--- config.mk ---
export PLATFORM = sky130hd
export DESIGN_NAME = rtc_dual_bank
export DESIGN_NICKNAME = d
export VERILOG_FILES = /design/src/rtl/rtc_bank_pkg.sv /design/src/rtl/rtc_prescaler.sv /design/src/rtl/rtc_time_chain.sv /design/src/rtl/rtc_host_port.sv /design/src/rtl/rtc_dual_bank.sv
export SDC_FILE = /design/constraint.sdc
export NUM_CORES = 1
export LEC_CHECK = 0
export BUFFER_PORTS_ARGS = -buffer_cell sky130_fd_sc_hd__buf_2
export CORE_UTILIZATION = 62
export DETAILED_ROUTE_END_ITERATION = 8
export GPL_ROUTABILITY_DRIVEN = 1
export PLACE_DENSITY = 0.9
export SLEW_MARGIN = 30
export SYNTH_ARGS = -nofsm -noshare
export SYNTH_HDL_FRONTEND = slang
export SYNTH_SLANG_ARGS = --single-unit
--- constraint.sdc ---
create_clock -name clk -period 3.7 [get_ports clk]
set_input_delay 0.74 -clock clk [delete_from_list [all_inputs] [get_ports clk]]
set_output_delay 0.74 -clock clk [all_outputs]
set_load 0.05 [all_outputs]
--- src/rtl/rtc_bank_pkg.sv ---
package rtc_bank_pkg;

    localparam int ADDR_W = 5;
    localparam int DATA_W = 8;

    localparam int CTL_HOLD_BIT = 0;
    localparam int CTL_RUN_BIT  = 1;

    typedef enum logic [ADDR_W-1:0] {
        REG_SEC  = 5'd0,
        REG_MIN  = 5'd1,
        REG_HOUR = 5'd2,
        REG_DAY  = 5'd3,
        REG_MON  = 5'd4,
        REG_YEAR = 5'd5,
        REG_CTL  = 5'd7
    } reg_sel_e;

    typedef struct packed {
        logic [7:0] year;
        logic [7:0] mon;
        logic [7:0] day;
        logic [7:0] hour;
        logic [7:0] min;
        logic [7:0] sec;
    } rtc_time_t;

    function automatic logic [6:0] bcd_to_bin(input logic [7:0] b);
        return 7'(b[7:4]) * 7'd10 + 7'(b[3:0]);
    endfunction

    function automatic logic [7:0] bcd_inc(input logic [7:0] v);
        if (v[3:0] == 4'd9)
            return {v[7:4] + 4'd1, 4'd0};
        else
            return {v[7:4], v[3:0] + 4'd1};
    endfunction

    function automatic logic year_is_leap(input logic [7:0] year_bcd);
        logic [6:0] yb;
        yb = bcd_to_bin(year_bcd);
        return yb[1:0] == 2'b00;
    endfunction

    function automatic logic [7:0] last_day(input logic [7:0] mon, input logic [7:0] year);
        case (mon)
            8'h02:                      return year_is_leap(year) ? 8'h29 : 8'h28;
            8'h04, 8'h06, 8'h09, 8'h11: return 8'h30;
            default:                    return 8'h31;
        endcase
    endfunction

    function automatic rtc_time_t time_reset();
        rtc_time_t t;
        t.sec  = 8'h00;
        t.min  = 8'h00;
        t.hour = 8'h00;
        t.day  = 8'h01;
        t.mon  = 8'h01;
        t.year = 8'h00;
        return t;
    endfunction

    function automatic rtc_time_t time_next(input rtc_time_t t);
        rtc_time_t n;
        n = t;
        if (t.sec != 8'h59) begin
            n.sec = bcd_inc(t.sec);
        end else begin
            n.sec = 8'h00;
            if (t.min != 8'h59) begin
                n.min = bcd_inc(t.min);
            end else begin
                n.min = 8'h00;
                if (t.hour != 8'h23) begin
                    n.hour = bcd_inc(t.hour);
                end else begin
                    n.hour = 8'h00;
                    if (t.day != last_day(t.mon, t.year)) begin
                        n.day = bcd_inc(t.day);
                    end else begin
                        n.day = 8'h01;
                        if (t.mon != 8'h12) begin
                            n.mon = bcd_inc(t.mon);
                        end else begin
                            n.mon  = 8'h01;
                            n.year = (t.year == 8'h99) ? 8'h00 : bcd_inc(t.year);
                        end
                    end
                end
            end
        end
        return n;
    endfunction

endpackage

--- src/rtl/rtc_prescaler.sv ---
module rtc_prescaler #(
    parameter int DIV = 4
) (
    input  logic clk,
    input  logic rst,
    input  logic run,
    input  logic base_tick,
    input  logic clr,
    output logic sec_step
);
    localparam int CW = (DIV > 1) ? $clog2(DIV) : 1;
    localparam logic [CW-1:0] LAST = CW'(DIV - 1);

    logic [CW-1:0] cnt_q;

    always_ff @(posedge clk) begin
        if (rst) begin
            cnt_q <= '0;
        end else if (clr) begin
            cnt_q <= '0;
        end else if (run && base_tick) begin
            if (cnt_q == LAST) cnt_q <= '0;
            else               cnt_q <= cnt_q + 1'b1;
        end
    end

    assign sec_step = run && base_tick && !clr && (cnt_q == LAST);

    // phase counter never leaves its range
    a_r5_phase_bound: assert property (@(posedge clk) disable iff (rst)
        cnt_q <= LAST);

    // a cleared prescaler starts from phase zero
    a_r9_clear_phase: assert property (@(posedge clk) disable iff (rst)
        (!rst && clr) |=> (cnt_q == '0));

endmodule

--- src/rtl/rtc_time_chain.sv ---
module rtc_time_chain
    import rtc_bank_pkg::*;
(
    input  logic      clk,
    input  logic      rst,
    input  logic      step,
    input  logic      load,
    input  rtc_time_t load_val,
    output rtc_time_t cur
);
    rtc_time_t cur_q;

    always_ff @(posedge clk) begin
        if (rst)       cur_q <= time_reset();
        else if (load) cur_q <= load_val;
        else if (step) cur_q <= time_next(cur_q);
    end

    assign cur = cur_q;

    // without a step or a load the working time does not move
    a_r5_idle_stable: assert property (@(posedge clk) disable iff (rst)
        (!rst && !step && !load) |=> $stable(cur_q));

    // seconds wrap from 59 to 00
    a_r10_sec_wrap: assert property (@(posedge clk) disable iff (rst)
        (!rst && step && !load && cur_q.sec == 8'h59) |=> (cur_q.sec == 8'h00));

endmodule

--- src/rtl/rtc_host_port.sv ---
module rtc_host_port
    import rtc_bank_pkg::*;
(
    input  logic              clk,
    input  logic              rst,
    input  logic              cs_n,
    input  logic              oe_n,
    input  logic              we_n,
    input  logic [ADDR_W-1:0] addr,
    input  logic [DATA_W-1:0] din,
    input  rtc_time_t         int_time,
    output rtc_time_t         ext_time,
    output logic              run,
    output logic              commit,
    output logic [DATA_W-1:0] dq_out,
    output logic              dq_oe
);
    logic      wr_prev_q, hold_q, run_q, dirty_q;
    rtc_time_t ext_q;
    logic      wr_act, wr_pulse, rd_act, ctl_wr, hold_nx, time_wr;
    logic [DATA_W-1:0] rd_val;

    assign wr_act   = !cs_n && !we_n;
    assign wr_pulse = wr_act && !wr_prev_q;
    assign rd_act   = !cs_n && !oe_n && we_n;
    assign ctl_wr   = wr_pulse && (addr == REG_CTL);
    assign hold_nx  = ctl_wr ? din[CTL_HOLD_BIT] : hold_q;
    assign commit   = hold_q && !hold_nx && dirty_q;
    assign time_wr  = wr_pulse && hold_q && (addr <= REG_YEAR);

    always_comb begin
        case (addr)
            REG_SEC:  rd_val = ext_q.sec;
            REG_MIN:  rd_val = ext_q.min;
            REG_HOUR: rd_val = ext_q.hour;
            REG_DAY:  rd_val = ext_q.day;
            REG_MON:  rd_val = ext_q.mon;
            REG_YEAR: rd_val = ext_q.year;
            REG_CTL:  rd_val = {6'd0, run_q, hold_q};
            default:  rd_val = '0;
        endcase
    end

    always_ff @(posedge clk) begin
        if (rst) begin
            wr_prev_q <= 1'b0;
            hold_q    <= 1'b0;
            run_q     <= 1'b0;
            dirty_q   <= 1'b0;
            ext_q     <= time_reset();
            dq_oe     <= 1'b0;
            dq_out    <= '0;
        end else begin
            wr_prev_q <= wr_act;
            if (ctl_wr) begin
                hold_q <= din[CTL_HOLD_BIT];
                run_q  <= din[CTL_RUN_BIT];
            end
            if (commit)       dirty_q <= 1'b0;
            else if (time_wr) dirty_q <= 1'b1;
            if (!hold_q) begin
                ext_q <= int_time;
            end else if (time_wr) begin
                case (addr)
                    REG_SEC:  ext_q.sec  <= din;
                    REG_MIN:  ext_q.min  <= din;
                    REG_HOUR: ext_q.hour <= din;
                    REG_DAY:  ext_q.day  <= din;
                    REG_MON:  ext_q.mon  <= din;
                    default:  ext_q.year <= din;
                endcase
            end
            dq_oe  <= rd_act;
            dq_out <= rd_act ? rd_val : '0;
        end
    end

    assign ext_time = ext_q;
    assign run      = run_q;

    // a sampled read cycle turns the drivers on
    a_r2_read_drives: assert property (@(posedge clk) disable iff (rst)
        (!rst && !cs_n && !oe_n && we_n) |=> dq_oe);

    // write enable low keeps the drivers off
    a_r3_write_quiet: assert property (@(posedge clk) disable iff (rst)
        (!rst && !we_n) |=> !dq_oe);

    // frozen visible set changes only through a host write
    a_r7_hold_static: assert property (@(posedge clk) disable iff (rst)
        (!rst && hold_q && !time_wr) |=> $stable(ext_q));

    // open visible set mirrors the working time one cycle later
    a_r6_follow: assert property (@(posedge clk) disable iff (rst)
        (!rst && !hold_q) |=> (ext_q == $past(int_time)));

endmodule

--- src/rtl/rtc_dual_bank.sv ---
module rtc_dual_bank
    import rtc_bank_pkg::*;
#(
    parameter int PRESCALE_DIV = 4
) (
    input  logic       clk,
    input  logic       rst,
    input  logic       base_tick,
    input  logic       cs_n,
    input  logic       oe_n,
    input  logic       we_n,
    input  logic [4:0] addr,
    input  logic [7:0] dq_in,
    output logic [7:0] dq_out,
    output logic       dq_oe
);
    rtc_time_t int_time, ext_time;
    logic      run, commit, sec_step;

    rtc_prescaler #(.DIV(PRESCALE_DIV)) u_presc (
        .clk       (clk),
        .rst       (rst),
        .run       (run),
        .base_tick (base_tick),
        .clr       (commit),
        .sec_step  (sec_step)
    );

    rtc_time_chain u_chain (
        .clk      (clk),
        .rst      (rst),
        .step     (sec_step),
        .load     (commit),
        .load_val (ext_time),
        .cur      (int_time)
    );

    rtc_host_port u_port (
        .clk      (clk),
        .rst      (rst),
        .cs_n     (cs_n),
        .oe_n     (oe_n),
        .we_n     (we_n),
        .addr     (addr),
        .din      (dq_in),
        .int_time (int_time),
        .ext_time (ext_time),
        .run      (run),
        .commit   (commit),
        .dq_out   (dq_out),
        .dq_oe    (dq_oe)
    );

endmodule

==> flow_summary.toml <==
[logic_synthesis]
synth_area_leaders = "dfxtp_1 (37%), nor2_1 (7.9%), a221oi_1 (6.5%)"
synth_warnings = 0
synth_edf_count = 0
synth_nets = 778
yosys.area.top_type = "dfxtp_1"
yosysMostFrequentCell = "nor2_1"
synth_flop_cell = "dfxtp_1"
synth_common_cells = "nor2_1 (126), dfxtp_1 (111), a221oi_1 (44)"
synth_top_area_share = 0.372
synthDistinctLibCells = 60
syn_area_per_cell_um2 = 8.11
async_flop_share = 0
ys_seq_elements = 111
netlist_area_um2 = 5970
synth_cells = 736
yosysSeqAreaShare = 0.372

[route]
drt-total-wl_um = 17900
vias = 6022
routed.top_layer = "met4"
vias_per_cell = 6.79
wire_per_inst_um = 20.2
dr_wl_met3_um = 1930
route.detailed.drc = 0
postRouteAntennaNets = 0
met1Wirelength_um = 6980
drtIter0Drc = 605
dr.pass1.iters = 6
wl_met2_um = 8330

[timing]
finalSetupViolations = 0
rsz0062_at_grt = "no"
hold-worst-slack_ns = 0.472
worst_pin_slew_ns = 0.792
finalCriticalPeriod_ns = 2.98
period_share = 0.805
hold_viol = 0
fmax_mhz = 336
drv_slew = 0
relSlewSlack = 0.465
skew_ns = 0.0160
setup_tns_ns = 0

[power_and_ir_drop]
ir_worst_vdd_mv = 0.262
p_leak_nw = 2.34
power_density_nw_per_um2 = 328

[critical_path]
timing.rr.start = "u_chain.cur[0]"
crit_path_end = "u_chain.cur[41]"
startpoint = "u_chain.cur[0]"
cp.arrival_ns = 3.27
rr_worst_depth = 10
path_depth = 10
crit_chain = "ha_1 -> nand3b_1 -> nor3_1 -> and2_1 -> nand2b_1 -> buf_4 -> a211oi_2 -> and2_1 -> a21oi_1 -> a211oi_1"
cp_common_cell = "and2_1"
path_max_fanout = 9
cp-end-kind = "register"
crit_slowest_cell = "nor3_1"
rrSetupSlack_ns = 0.72
start_kind = "register"
cp_top_family = "simple AND/OR/NAND/NOR gates"
max_stage_delay_ns = 0.49
crit_type = "register to register"
rr_endpoint = "u_chain.cur[41]"
worst-path-buf-inv = 1
required_ns = 4.00

[cts]
clkSinkCount = 111
cts_made_buffers = 9
post-cts-setup-buffers = 0
ctsHoldBuffers = 0
htree_levels = 3
insertion_delay_ns = 0.38
cts_tree = "built"
clk_pin_slew_ns = 0.11
ctsRootBufferMaster = "clkbuf_8"
clk_path_buf_depth = 2
ctsResizeCount = 0

[grt]
grt_pass1_vias = 5527
grt_pass1_wl_um = 28200
antenna_found_initial = 0
overflow = 0
grt_usage = 0.364
grt_max_degree = 63

[die]
die_width_um = 100
fp.coreArea_um2 = 9280
initial_core_util = 0.643
num_rows = 35
fp.dieH_um = 100
ios = 28
dieArea_um2 = 10000

[finish]
fin_nets = 795
layout-drive-gt1-share = 0.103
stdcell_area_um2 = 6500
area_delta_synth_final_pct = 9.04
antenna_cells = 0
fin_cells = 887
post-route-util = 0.701

[placed_design]
hpwl_um = 12300
dpl_cell_area_um2 = 6260
portBuffers = 27
dp_cells = 871
gp_congestion = 0.949

[run]
cap_violations = 0

[run_status]
status = "finished, final reports clean"

[min_path]
worstHoldPathType = "register to register"
area by class of cell:
cell class                      count  area [µm²]
Multi-Input combinational cell    565        3510
Fill cell                         759        2780
Sequential cell                   111        2220
Timing Repair Buffer               50         308
Clock buffer                       14         183
Tap cell                          129         161
Clock inverter                      2        60.1
Inverter                           16        60.1
per-layer routing:
metal	GRT usage	up-vias
li1	-	2735
met1	0.464	2823
met2	0.588	394
met3	0.0794	70
met4	0.168	0
met5	0	-
metrics by stage:
stage,total power [mW],setup WS [ns]
final,2.13,0.721
after global routing,2.18,0.570
after CTS,2.13,0.818
after detailed placement,1.29,0.633
after global placement,1.29,0.695
after floorplan,1.26,0.911
sequential cells by signal, summed over array words and instances, names as in the netlist:
signal            count
u_port.run            1
u_port.hold_q         1
u_chain.cur          48
u_port.dq_oe          1
u_port.wr_prev_q      1
u_port.dirty_q        1
u_port.ext_time      48
u_port.dq_out         8
u_presc.cnt_q         2
cells in the final DEF, fill, tap and decap left out, types with 13 or more instances in the layout:
cell,n
clkbuf_8,13
a22oi_1,25
nor2b_1,39
ha_1,23
buf_2,27
a221oi_1,44
dfxtp_1,110
nor2_1,126
nand2_1,38
a31oi_1,14
a211oi_1,17
nand3_1,19
nor3_1,32
a21oi_1,27
inv_1,16
buf_4,23
o21ai_0,35
power breakdown:
part	switching [mW]	internal, mW
Sequential	0.000439	1.19
Clock	0.405	0.457
Combinational	0.0562	0.0173
worst min-delay path, delay by kind of cell (launching register included):
family	cells	cell delay [ns]
AO/OA/AOI/OAI	1	0.06
buffers and inverters	1	0.06
flip-flops	1	0.31
how the worst min path moves through the flow:
stage / startpoint / slack [ns] / end / cells after the start
2_1_floorplan: u_port.dirty_q / 0.43 / u_port.dirty_q / 2
3_3_place_gp: u_presc.cnt_q[1] / 0.45 / u_presc.cnt_q[1] / 2
3_5_place_dp: u_port.dirty_q / 0.45 / u_port.dirty_q / 2
4_1_cts: u_port.dirty_q / 0.47 / u_port.dirty_q / 2
5_1_grt: u_port.dirty_q / 0.51 / u_port.dirty_q / 2
6_report: u_port.dirty_q / 0.47 / u_port.dirty_q / 2
logic make-up after synthesis:
logic type,Yosys count,synth area share
mux,14,0.0239
compound gates,200,0.237
buf+inv,60,0.0392
flops,111,0.372
fa+ha+maj,23,0.0482
simple gates,321,0.269
xor+xnor,7,0.0103
Note: power is estimated with default switching activity, not from simulation.
